File: config.mk
export PLATFORM = sky130hd
export DESIGN_NAME = pcm_clkgen
export DESIGN_NICKNAME = d
export VERILOG_FILES = /design/src/rtl/pcm_clkgen_pkg.sv /design/src/rtl/pcm_cfg_reg.sv /design/src/rtl/pcm_sclk_div.sv /design/src/rtl/pcm_frame_seq.sv /design/src/rtl/pcm_clkgen.sv
export SDC_FILE = /design/constraint.sdc
export NUM_CORES = 1
export LEC_CHECK = 0
export ABC_AREA = 1
export BUFFER_PORTS_ARGS = -buffer_cell sky130_fd_sc_hd__buf_2
export CORE_AREA = 2 2 49 51
export CTS_CLUSTER_DIAMETER = 80
export CTS_CLUSTER_SIZE = 10
export DETAILED_ROUTE_END_ITERATION = 16
export DIE_AREA = 0 0 51 53
export GPL_ROUTABILITY_DRIVEN = 0
export GPL_TIMING_DRIVEN = 1
export PLACE_DENSITY = 0.7
export SYNTH_ARGS = -nofsm -noshare
export SYNTH_HDL_FRONTEND = slang
export SYNTH_HIERARCHICAL = 1
export SYNTH_SLANG_ARGS = --single-unit
File: constraint.sdc
create_clock -name clk_i -period 1.6 [get_ports clk_i]
set_input_delay 0.16 -clock clk_i [delete_from_list [all_inputs] [get_ports clk_i]]
set_output_delay 0.16 -clock clk_i [all_outputs]
set_load 0.005 [all_outputs]
File: src/rtl/pcm_clkgen_pkg.sv
package pcm_clkgen_pkg;

  typedef enum logic [1:0] {
    WLEN_16 = 2'b00,
    WLEN_18 = 2'b01,
    WLEN_20 = 2'b10,
    WLEN_24 = 2'b11
  } wlen_e;

  // Only the 16-bit word uses the short frame.
  function automatic logic wlen_is_long(input logic [1:0] code);
    return code != WLEN_16;
  endfunction

endpackage

File: src/rtl/pcm_cfg_reg.sv
module pcm_cfg_reg #(
  parameter int DIV_W = 3
) (
  input  logic             clk_i,
  input  logic             rst_ni,
  input  logic             load_i,
  input  logic [DIV_W-1:0] div_i,
  input  logic [1:0]       wlen_i,
  input  logic             inv_i,
  output logic [DIV_W-1:0] div_q_o,
  output logic             long_q_o,
  output logic             inv_q_o
);
  import pcm_clkgen_pkg::*;

  logic [DIV_W-1:0] div_q, div_d;
  logic             long_q, long_d;
  logic             inv_q, inv_d;

  always_comb begin
    div_d  = div_q;
    long_d = long_q;
    inv_d  = inv_q;
    if (load_i) begin
      div_d  = div_i;
      long_d = wlen_is_long(wlen_i);
      inv_d  = inv_i;
    end
  end

  always_ff @(posedge clk_i or negedge rst_ni) begin
    if (!rst_ni) begin
      div_q  <= '0;
      long_q <= 1'b0;
      inv_q  <= 1'b0;
    end else begin
      div_q  <= div_d;
      long_q <= long_d;
      inv_q  <= inv_d;
    end
  end

  assign div_q_o  = div_q;
  assign long_q_o = long_q;
  assign inv_q_o  = inv_q;
endmodule

File: src/rtl/pcm_sclk_div.sv
module pcm_sclk_div #(
  parameter int DIV_W = 3
) (
  input  logic             clk_i,
  input  logic             rst_ni,
  input  logic             clr_i,
  input  logic [DIV_W-1:0] half_i,
  output logic             sclk_o,
  output logic             fall_o
);
  logic [DIV_W-1:0] cnt_q, cnt_d;
  logic             sclk_q, sclk_d;
  logic             tick;

  assign tick = !clr_i && (cnt_q == half_i);

  always_comb begin
    cnt_d  = cnt_q;
    sclk_d = sclk_q;
    if (clr_i) begin
      cnt_d  = '0;
      sclk_d = 1'b0;
    end else if (tick) begin
      cnt_d  = '0;
      sclk_d = !sclk_q;
    end else begin
      cnt_d  = cnt_q + 1'b1;
    end
  end

  always_ff @(posedge clk_i or negedge rst_ni) begin
    if (!rst_ni) begin
      cnt_q  <= '0;
      sclk_q <= 1'b0;
    end else begin
      cnt_q  <= cnt_d;
      sclk_q <= sclk_d;
    end
  end

  assign sclk_o = sclk_q;
  assign fall_o = tick && sclk_q;
endmodule

File: src/rtl/pcm_frame_seq.sv
module pcm_frame_seq #(
  parameter int SHORT_BITS = 32,
  parameter int LONG_BITS  = 64
) (
  input  logic clk_i,
  input  logic rst_ni,
  input  logic clr_i,
  input  logic fall_i,
  input  logic long_i,
  input  logic inv_act_i,
  input  logic inv_new_i,
  output logic wrap_o,
  output logic lr_raw_o,
  output logic lrclk_o
);
  localparam int CNT_W = $clog2(LONG_BITS);
  localparam logic [CNT_W-1:0] LAST_S = CNT_W'(SHORT_BITS - 1);
  localparam logic [CNT_W-1:0] LAST_L = CNT_W'(LONG_BITS - 1);
  localparam logic [CNT_W-1:0] HALF_S = CNT_W'(SHORT_BITS / 2);
  localparam logic [CNT_W-1:0] HALF_L = CNT_W'(LONG_BITS / 2);

  logic [CNT_W-1:0] bit_q, bit_d, last, half;
  logic             raw_q, raw_d;
  logic             lr_q, lr_d;

  assign last   = long_i ? LAST_L : LAST_S;
  assign half   = long_i ? HALF_L : HALF_S;
  assign wrap_o = fall_i && (bit_q == last);

  always_comb begin
    bit_d = bit_q;
    raw_d = raw_q;
    lr_d  = lr_q;
    if (clr_i || wrap_o) begin
      bit_d = '0;
      raw_d = 1'b0;
      lr_d  = inv_new_i;
    end else if (fall_i) begin
      bit_d = bit_q + 1'b1;
      raw_d = (bit_d >= half);
      lr_d  = raw_d ^ inv_act_i;
    end
  end

  always_ff @(posedge clk_i or negedge rst_ni) begin
    if (!rst_ni) begin
      bit_q <= '0;
      raw_q <= 1'b0;
      lr_q  <= 1'b0;
    end else begin
      bit_q <= bit_d;
      raw_q <= raw_d;
      lr_q  <= lr_d;
    end
  end

  assign lr_raw_o = raw_q;
  assign lrclk_o  = lr_q;
endmodule

File: src/rtl/pcm_clkgen.sv
module pcm_clkgen #(
  parameter int DIV_W      = 3,
  parameter int SHORT_BITS = 32,
  parameter int LONG_BITS  = 64
) (
  input  logic             clk_i,
  input  logic             rst_ni,
  input  logic             clk_en_i,
  input  logic [DIV_W-1:0] div_sel_i,
  input  logic [1:0]       wlen_i,
  input  logic             lrclk_inv_i,
  output logic             sclk_o,
  output logic             lrclk_o,
  output logic             frame_start_o
);
  logic             run_q, run_d;
  logic             fs_q, fs_d;
  logic             start, clr, wrap, fall, load;
  logic [DIV_W-1:0] div_act;
  logic             long_act, inv_act;
  logic             lr_raw;

  assign start = clk_en_i && !run_q;
  assign clr   = !(clk_en_i && run_q);
  assign load  = clr || wrap;

  always_comb begin
    run_d = clk_en_i;
    fs_d  = start || wrap;
  end

  always_ff @(posedge clk_i or negedge rst_ni) begin
    if (!rst_ni) begin
      run_q <= 1'b0;
      fs_q  <= 1'b0;
    end else begin
      run_q <= run_d;
      fs_q  <= fs_d;
    end
  end

  pcm_cfg_reg #(.DIV_W(DIV_W)) u_cfg (
    .clk_i    (clk_i),
    .rst_ni   (rst_ni),
    .load_i   (load),
    .div_i    (div_sel_i),
    .wlen_i   (wlen_i),
    .inv_i    (lrclk_inv_i),
    .div_q_o  (div_act),
    .long_q_o (long_act),
    .inv_q_o  (inv_act)
  );

  pcm_sclk_div #(.DIV_W(DIV_W)) u_div (
    .clk_i  (clk_i),
    .rst_ni (rst_ni),
    .clr_i  (clr),
    .half_i (div_act),
    .sclk_o (sclk_o),
    .fall_o (fall)
  );

  pcm_frame_seq #(.SHORT_BITS(SHORT_BITS), .LONG_BITS(LONG_BITS)) u_seq (
    .clk_i     (clk_i),
    .rst_ni    (rst_ni),
    .clr_i     (clr),
    .fall_i    (fall),
    .long_i    (long_act),
    .inv_act_i (inv_act),
    .inv_new_i (lrclk_inv_i),
    .wrap_o    (wrap),
    .lr_raw_o  (lr_raw),
    .lrclk_o   (lrclk_o)
  );

  assign frame_start_o = fs_q;
endmodule

==> results of run 1 <==
-- metrics by stage --
step	util, %	std cells	TNS [ns]	setup slack, ns	area [sq um]
2_1_floorplan	-	133	-0.5984	-0.1352	1017
3_3_place_gp	59.23	194	-0.5838	-0.1460	1272
3_5_place_dp	59.23	194	-1.134	-0.2335	1272
4_1_cts	68.38	210	-0.8488	-0.2013	1469
5_1_grt	71.52	210	-2.204	-0.3938	1536
6_report	71.52	210	-1.025	-0.2068	1536
-- power by group --
| group | switching [mW] | total, mW | internal, mW |
|---|---|---|---|
| Sequential | 0.0202 | 0.495 | 0.475 |
| Combinational | 0.0947 | 0.184 | 0.0897 |
| Clock | 0.142 | 0.281 | 0.139 |
-- layout by cell type, fill, tap and decap left out, types with 2 or more instances in the layout --
master    count
inv_1        16
clkbuf_4      3
nand3_2       4
nand4_1       2
dfrtp_1      18
buf_2        11
nand2_4       2
nand3_1       3
buf_4        30
o22ai_2       2
nor2_2        3
nand2_1      34
nand2_2      16
buf_6         3
nor2_1        7
ha_1          3
inv_2         6
-- routing by layer --
metal  track usage [%]  vias up  share of wire, %
li1                  -      508                 -
met1             20.32      486                41
met2             44.16       20                54
met3             2.825        7               2.4
met4             10.81        0               2.2
met5                 0        -                 0
-- registers in the layout, summed over array words and instances (netlist names) --
register	count
u_seq/bit_q	6
run_q	1
u_cfg/long_q_o	1
u_cfg/div_q_o	3
u_div/sclk_o	1
u_div/cnt_q	3
u_seq/lrclk_o	1
u_cfg/inv_q_o	1
frame_start_o	1
-- final timing paths --
check / startpoint / endpoint / slack (ns) / cells past startpoint
min: clk_en_i / run_q$_DFF_PN0_ / 0.04 / 1
max reg2reg: u_seq/bit_q[0]$_DFFE_PN0P_ / u_seq/lrclk_o$_DFFE_PN0P_ / -0.21 / 12
max in group asynchronous: rst_ni / u_seq/bit_q[3]$_DFFE_PN0P_ / 0.98 / 2
min reg2reg: u_seq/lrclk_o$_DFFE_PN0P_ / u_seq/lrclk_o$_DFFE_PN0P_ / 0.50 / 2
max: u_seq/bit_q[0]$_DFFE_PN0P_ / u_seq/lrclk_o$_DFFE_PN0P_ / -0.21 / 12
min in group asynchronous: rst_ni / u_seq/bit_q[1]$_DFFE_PN0P_ / 0.33 / 2
-- critical path, stage by stage, from the launching register on --
cell and delay, ns:
dfrtp_1 0.41, ha_2 0.22, nand3_2 0.11, xor2_2 0.20
ha_1 0.31, nand3_2 0.08, nor2_2 0.09, nand2_2 0.07
nand2_2 0.05, nand2_1 0.04, nand3_1 0.07, nand2_1 0.05
nand2_1 0.05
-- layout make-up --
cell class / count / area [sq um] / area share, %
inverters: 24 / 92.59 / 6.026
multi-input cells: 91 / 598.1 / 38.93
repair buffers: 45 / 324.1 / 21.09
clock buffers: 4 / 36.28 / 2.362
well taps: 28 / 35.03 / 2.280
flip-flops and latches: 18 / 450.4 / 29.32
-- repair_timing --
| item | 4_1_cts | 5_1_grt |
|---|---|---|
| hold buffers | 1 | 0 |
| hold endpoints to repair | 18 | 0 |
| gates resized for setup | 12 | 23 |
| endpoints found under the setup margin | 12 | 14 |
| pin swaps | 8 | 17 |
| setup buffers | 11 | 3 |
==> impl_metrics.py, run 1 <==
metrics = {
    "timing": {
        "setup_viol": 10,
        "fin_skew_ns": 0.006685,
        "rsz0062_at_grt": "yes",
        "worst_pin_slew_ns": 0.4157,
        "slew_headroom_pct": 72.28,
        "fmax_mhz": 553.5,
        "period_share_pct": 112.9,
        "fin_ws_ns": -0.2068,
        "finalHoldViolations": 0,
        "slew_violations": 0,
        "worst_hold_slack_ns": 0.03743,
        "layout_min_cycle_time_ns": 1.807,
    },
    "synth": {
        "yosysWarnings": 6,
        "avgSynthCellArea_sq_um": 7.526,
        "synthCells": 133,
        "synth.net_count": 147,
        "synth_area_sq_um": 1001,
    },
    "die": {
        "num_rows": 17,
        "pin_count": 12,
        "die_x_microns": 51,
        "dieHeight_microns": 53,
        "start_util_pct": 46.59,
        "die_area_sq_um": 2703,
        "core_area_sq_um": 2148,
    },
    "grt": {
        "grt_pass1_wl_microns": 4160,
        "grt_pass1_vias": 1037,
        "grt.total_usage_pct": 21.45,
        "grt_max_degree": 19,
        "antenna_found_initial": 0,
        "grt_overflow": 0,
    },
    "pwr": {
        "power_mw": 0.9600,
        "vdd_drop_max_v": 0.0004434,
        "p_leak_nw": 0.8203,
        "cellPowerDensity_nw_per_um2": 624.8,
    },
    "route": {
        "vias": 1021,
        "dr.pass1.iters": 4,
        "first_iter_violations": 18,
        "wl_microns": 2719,
        "drc": 0,
        "final_antenna_net_count": 0,
        "viasPerCell": 4.862,
        "avgRoutedWirePerCell_microns": 12.95,
    },
    "clock_tree": {
        "clkSlewWorstSetupHoldPaths_ns": 0.11,
        "clock-root-buffer": "clkbuf_4",
        "clk_path_buf_depth": 2,
        "clock_sinks": 18,
        "cts_max_level": 1,
        "cts_made_buffers": 3,
        "cts_tree": "yes",
        "clkLatencyLatePin_ns": 0.29,
    },
    "setup_path": {
        "cp-end-kind": "flop",
        "cp_data_required_time_ns": 1.84,
        "worstSetupPathType": "flop to flop",
        "cp_max_fo": 4,
        "cp-start-kind": "flop",
        "arrival_ns": 2.05,
    },
    "finish": {
        "antenna_cells": 0,
        "finalNetCount": 197,
        "drive_above_1_share_pct": 50.00,
        "area_delta_synth_final_pct": 53.50,
        "fillCellCount": 170,
    },
    "placed_design": {
        "portBuffers": 11,
        "hpwl_microns": 1790,
    },
    "run_status": {
        "status": "finished, violations left",
        "violations": "negative setup slack",
    },
    "hold_path": {
        "hold_path.class": "input pin to flop",
    },
    "run": {
        "cap_viol_max_count": 0,
    },
}
No activity file was read; power rests on OpenSTA's default activity.
==> inputs of run 2 (changes only) <==
Settings changed: CORE_AREA 2 2 49 51 to 2 2 47 49, DIE_AREA 0 0 51 53 to 0 0 49 51, PLACE_DENSITY 0.7 to 0.73.
Clock period 1.6 ns to 1.95 ns, I/O delays scaled along.
==> run 2 against run 1 <==
The flow now finishes without violations; sequential share of layout area up 7.4 points; clock power is 34% lower; first-iteration DRC count decreased by 17%; hold slack improved by 0.022 ns.
==> impl_metrics.py, run 2 (synthesized netlist as in run 1, its figures left out) <==
metrics = {
    "finish": {
        "register_area_sq_um": 452.9,
        "drive_above_1_share_pct": 29.61,
        "multi_input_area_sq_um": 536.8,
        "final_area_sq_um": 1232,
        "antenna_cells": 0,
        "layout_common_cells": "45 x nand2_1, 19 x inv_1, 16 x dfrtp_1",
        "largest_reg_flops": 6,
        "area_delta_synth_final_pct": 23.12,
        "top_register": "u_seq/bit_q",
        "layout.cells.most_common": "nand2_1",
        "finalNetCount": 168,
        "fillCellCount": 185,
        "utilization_pct": 59.73,
    },
    "run_status": {
        "status": "completed",
    },
    "hold_path": {
        "min-delay-start": "clk_en_i",
        "hold_path.class": "input pin to flop",
        "whs_path_depth": 1,
    },
    "timing": {
        "layout_min_cycle_time_ns": 1.882,
        "slew_violations": 0,
        "period_share_pct": 96.52,
        "fmax_mhz": 531.3,
        "finalHoldViolations": 0,
        "worst_pin_slew_ns": 0.4196,
        "setup_viol": 0,
        "slew_headroom_pct": 71.92,
        "rsz0062_at_grt": "yes",
        "fin_skew_ns": 0.006748,
        "fin_ws_ns": 0.06780,
    },
    "grt": {
        "grt_overflow": 0,
        "antenna_found_initial": 0,
        "grt.total_usage_pct": 17.20,
        "grt_max_degree": 19,
        "grt_pass1_wl_microns": 3243,
        "grt_pass1_vias": 790,
    },
    "placed_design": {
        "place_ws_ns": 0.03743,
        "portBuffers": 11,
        "placed_area_sq_um": 1099,
        "hpwl_microns": 1442,
    },
    "pwr": {
        "vdd_drop_max_v": 0.0004428,
        "p_leak_nw": 0.6567,
        "cellPowerDensity_nw_per_um2": 564.7,
    },
    "route": {
        "vias": 868,
        "first_iter_violations": 15,
        "drc": 0,
        "wl_microns": 2158,
        "dr.pass1.iters": 4,
        "avgRoutedWirePerCell_microns": 11.99,
        "final_antenna_net_count": 0,
        "viasPerCell": 4.822,
    },
    "setup_path": {
        "r2r.worst_path.cells": 12,
        "regToRegStartpoint": "u_seq/bit_q[2]$_DFFE_PN0P_",
        "cp-end-kind": "flop",
        "cp-start-kind": "flop",
        "cp-startpoint": "u_seq/bit_q[2]$_DFFE_PN0P_",
        "cp_max_fo": 4,
        "worstSetupPathType": "flop to flop",
        "cp_data_required_time_ns": 2.15,
        "arrival_ns": 2.08,
    },
    "clock_tree": {
        "clkLatencyLatePin_ns": 0.30,
        "cts_made_buffers": 3,
        "cts_tree": "yes",
        "clock-root-buffer": "clkbuf_4",
        "clock_sinks": 18,
        "cts_max_level": 1,
        "clk_path_buf_depth": 2,
        "clkSlewWorstSetupHoldPaths_ns": 0.10,
    },
    "die": {
        "dieHeight_microns": 51,
        "core_area_sq_um": 2063,
        "die_x_microns": 49,
        "num_rows": 17,
        "die_area_sq_um": 2499,
        "pin_count": 12,
        "start_util_pct": 48.51,
    },
    "run": {
        "cap_viol_max_count": 0,
    },
}
[run 2: cell type report]
type / count / area share, %
Multi-Input combinational cell: 91 / 43.55
Sequential cell: 18 / 36.75
Timing Repair Buffer: 16 / 7.716
Inverter: 24 / 7.310
Tap cell: 28 / 2.843
Clock buffer: 3 / 1.827
[run 2: worst max-delay path, stage by stage (launching register included)]
cell     delay [ns]
dfrtp_1        0.44
nand4_1        0.14
nor2_1         0.15
xor2_1         0.19
inv_1          0.10
ha_4           0.29
nand3_2        0.06
nor2_2         0.09
nand2_2        0.07
nand3_2        0.06
nand3_2        0.06
nand2_2        0.07
nand2_1        0.04
[run 2: report_power, final]
part	total [mW]	internal (mW)	switching, mW	leakage (nW)
logic	0.105	0.0425	0.0627	0.413
clock network	0.185	0.0720	0.113	0.0138
registers	0.406	0.389	0.0163	0.230
[run 2: routing by layer]
| layer | up-vias | track usage, % | share of wire [%] |
|---|---|---|---|
| met5 | - | 0 | 0 |
| met4 | 0 | 8.571 | 3.0 |
| met3 | 5 | 3.216 | 2.3 |
| met2 | 12 | 32.42 | 52 |
| met1 | 404 | 18.40 | 43 |
| li1 | 447 | - | - |
[run 2: per-stage QoR]
stage	total power, mW	hold WS [ns]	TNS (ns)	cells
final	0.6959	0.05989	0	180
after global routing	0.7445	0.04015	-0.09264	180
after CTS	0.6749	0.05675	0	177
after detailed placement	0.4984	0.1442	0	173
after global placement	0.4956	0.1458	0	173
after floorplan	0.4636	-0.1006	0	133
[run 2: worst paths after layout]
kind                                                end  slack (ns)
min in group asynchronous  u_cfg/div_q_o[1]$_DFFE_PN0P_        0.35
max reg2reg                   u_seq/lrclk_o$_DFFE_PN0P_        0.07
max in group asynchronous    u_seq/bit_q[0]$_DFFE_PN0P_        1.28
max                           u_seq/lrclk_o$_DFFE_PN0P_        0.07
min reg2reg                   u_seq/lrclk_o$_DFFE_PN0P_        0.50
min                                     run_q$_DFF_PN0_        0.06
[run 2: what timing repair did]
action / 4_1_cts / 5_1_grt
gates resized for setup: 0 / 16
hold endpoints to repair: 18 / 0
hold buffers: 1 / 0
setup endpoints to repair: 0 / 6
setup buffers: 0 / 3
==> inputs of run 3 (changes only) <==
Settings changed: CELL_PAD_IN_SITES_DETAIL_PLACEMENT set to 1, CELL_PAD_IN_SITES_GLOBAL_PLACEMENT set to 2, CORE_AREA 2 2 47 49 to 2 2 60 62, DIE_AREA 0 0 49 51 to 0 0 62 64.
==> run 3 against run 2 <==
Critical path depth unchanged; largest power group unchanged; critical endpoint unchanged; register-to-register slack got worse by 0.05 ns; worst setup slack lost 0.046 ns.
==> impl_metrics.py, run 3 (synthesized netlist as in run 1, its figures left out) <==
metrics = {
    "run_status": {
        "status": "completed",
    },
    "die": {
        "dieHeight_microns": 64,
        "die_x_microns": 62,
        "start_util_pct": 30.48,
        "die_area_sq_um": 3968,
        "num_rows": 21,
        "core_area_sq_um": 3284,
        "pin_count": 12,
    },
    "pwr": {
        "p_int_mw": 0.5058,
        "combPwrFrac_pct": 15.6,
        "power_mw": 0.6969,
        "power.share.sequential_pct": 58.2,
        "switchingPower_mw": 0.1912,
        "swShare_pct": 27.43,
        "cellPowerDensity_nw_per_um2": 530.5,
        "p_leak_nw": 0.6870,
        "vdd_drop_max_v": 0.0002791,
        "pwr-share-clk_pct": 26.2,
    },
    "setup_path": {
        "cp_max_fo": 5,
        "worstSetupPathType": "flop to flop",
        "cp-start-kind": "flop",
        "cp_data_required_time_ns": 2.14,
        "cp-end-kind": "flop",
        "arrival_ns": 2.12,
    },
    "finish": {
        "area_delta_synth_final_pct": 31.25,
        "drive_above_1_share_pct": 31.01,
        "largest_reg_flops": 6,
        "utilization_pct": 40.00,
        "layout.cells.most_common": "nand2_1",
        "layout_common_cells": "47 x nand2_1, 19 x inv_1, 16 x dfrtp_1",
        "finalNetCount": 174,
        "top_register": "u_seq/bit_q",
        "final_cells": 204,
        "antenna_cells": 0,
    },
    "clock_tree": {
        "clock_sinks": 18,
        "clkLatencyLatePin_ns": 0.28,
        "clock-root-buffer": "clkbuf_4",
        "cts_max_level": 1,
        "cts_made_buffers": 3,
        "cts_tree": "yes",
        "clkSlewWorstSetupHoldPaths_ns": 0.10,
        "clk_path_buf_depth": 2,
    },
    "grt": {
        "grt_overflow": 0,
        "grt.total_usage_pct": 13.56,
        "grt_max_degree": 19,
        "antenna_found_initial": 0,
        "grt_pass1_vias": 935,
        "grt_pass1_wl_microns": 3988,
    },
    "route": {
        "dr.pass1.iters": 4,
        "wl_microns": 2426,
        "vias": 902,
        "final_antenna_net_count": 0,
        "avgRoutedWirePerCell_microns": 11.89,
        "first_iter_violations": 24,
        "drc": 0,
        "viasPerCell": 4.422,
    },
    "timing": {
        "slew_violations": 0,
        "period_share_pct": 98.90,
        "rsz0062_at_grt": "yes",
        "worst_pin_slew_ns": 0.4212,
        "fmax_mhz": 518.5,
        "layout_min_cycle_time_ns": 1.929,
        "slew_headroom_pct": 71.92,
        "worst_hold_slack_ns": 0.08140,
        "finalHoldViolations": 0,
        "fin_setup_tns_ns": 0,
        "setup_viol": 0,
        "fin_skew_ns": 0.001816,
    },
    "placed_design": {
        "hpwl_microns": 1870,
        "dp.cells": 195,
        "portBuffers": 11,
    },
    "hold_path": {
        "hold_path.class": "input pin to flop",
    },
    "run": {
        "cap_viol_max_count": 0,
    },
}
run 3: cell count changes in the layout (fill, tap and decap cells not counted), moves of 2 or more:
cell	change
buf_4	+6
nand2_1	+2
nand2_2	-2
nand3_1	+2
nand3_2	-4
nand3_4	+2
run 3: critical path: stages, from the launching register on:
cell	delay [ns]
dfrtp_2	0.44
nand4_1	0.15
nor2_1	0.16
xor2_1	0.20
inv_1	0.10
ha_4	0.28
nand3_2	0.06
nor2_2	0.07
nand2_1	0.08
nand3_1	0.07
nand3_1	0.07
nand2_1	0.08
nand2_1	0.05
run 3: what timing repair did:
item	4_1_cts	5_1_grt
endpoints found under the hold margin	18	0
endpoints found under the setup margin	5	6
hold buffers	1	0
gates resized for setup	3	14
buffers inserted	0	5
pin swaps	0	12
run 3: worst paths after layout:
| check | depth (start not counted) | slack [ns] | startpoint | endpoint |
|---|---|---|---|---|
| setup / recovery | 12 | 0.02 | u_seq/bit_q[1]$_DFFE_PN0P_ | u_seq/lrclk_o$_DFFE_PN0P_ |
| hold / removal | 1 | 0.08 | clk_en_i | run_q$_DFF_PN0_ |
| setup reg to reg | 12 | 0.02 | u_seq/bit_q[1]$_DFFE_PN0P_ | u_seq/lrclk_o$_DFFE_PN0P_ |
| hold reg to reg | 2 | 0.52 | u_seq/lrclk_o$_DFFE_PN0P_ | u_seq/lrclk_o$_DFFE_PN0P_ |
| max in group asynchronous | 2 | 1.27 | rst_ni | u_seq/bit_q[1]$_DFFE_PN0P_ |
| min in group asynchronous | 2 | 0.36 | rst_ni | u_seq/bit_q[5]$_DFFE_PN0P_ |
run 3: area by class of cell:
cell class                      count  area [sq um]
Sequential cell                    18         452.9
Fill cell                         405          1971
Tap cell                           46         57.56
Multi-Input combinational cell     91         550.5
Clock buffer                        3         22.52
Timing Repair Buffer               22         140.1
Inverter                           24         90.09
run 3: stage by stage:
step,area [sq um],setup WS (ns)
floorplan,1001,0.1555
global placement,1151,-0.1337
detailed placement,1151,-0.1263
CTS,1200,0.003286
global route,1314,-0.1073
finish,1314,0.02136
run 3: power groups by stage:
stage          Clock (mW)  Combinational [mW]  Sequential, mW
3_5_place_dp            0              0.0920           0.413
2_1_floorplan           0              0.0557           0.408
3_3_place_gp            0              0.0898           0.412
6_report            0.183               0.108           0.406
4_1_cts             0.197              0.0967           0.406
5_1_grt             0.217               0.125           0.409
run 3: metal layers:
metal	vias to the layer above	global-route usage, %	part of all wire [%]
met3	2	2.429	1.4
met5	-	0	0
met4	0	5.585	0.87
met2	6	22.66	51
met1	433	16.54	46
li1	461	-	-
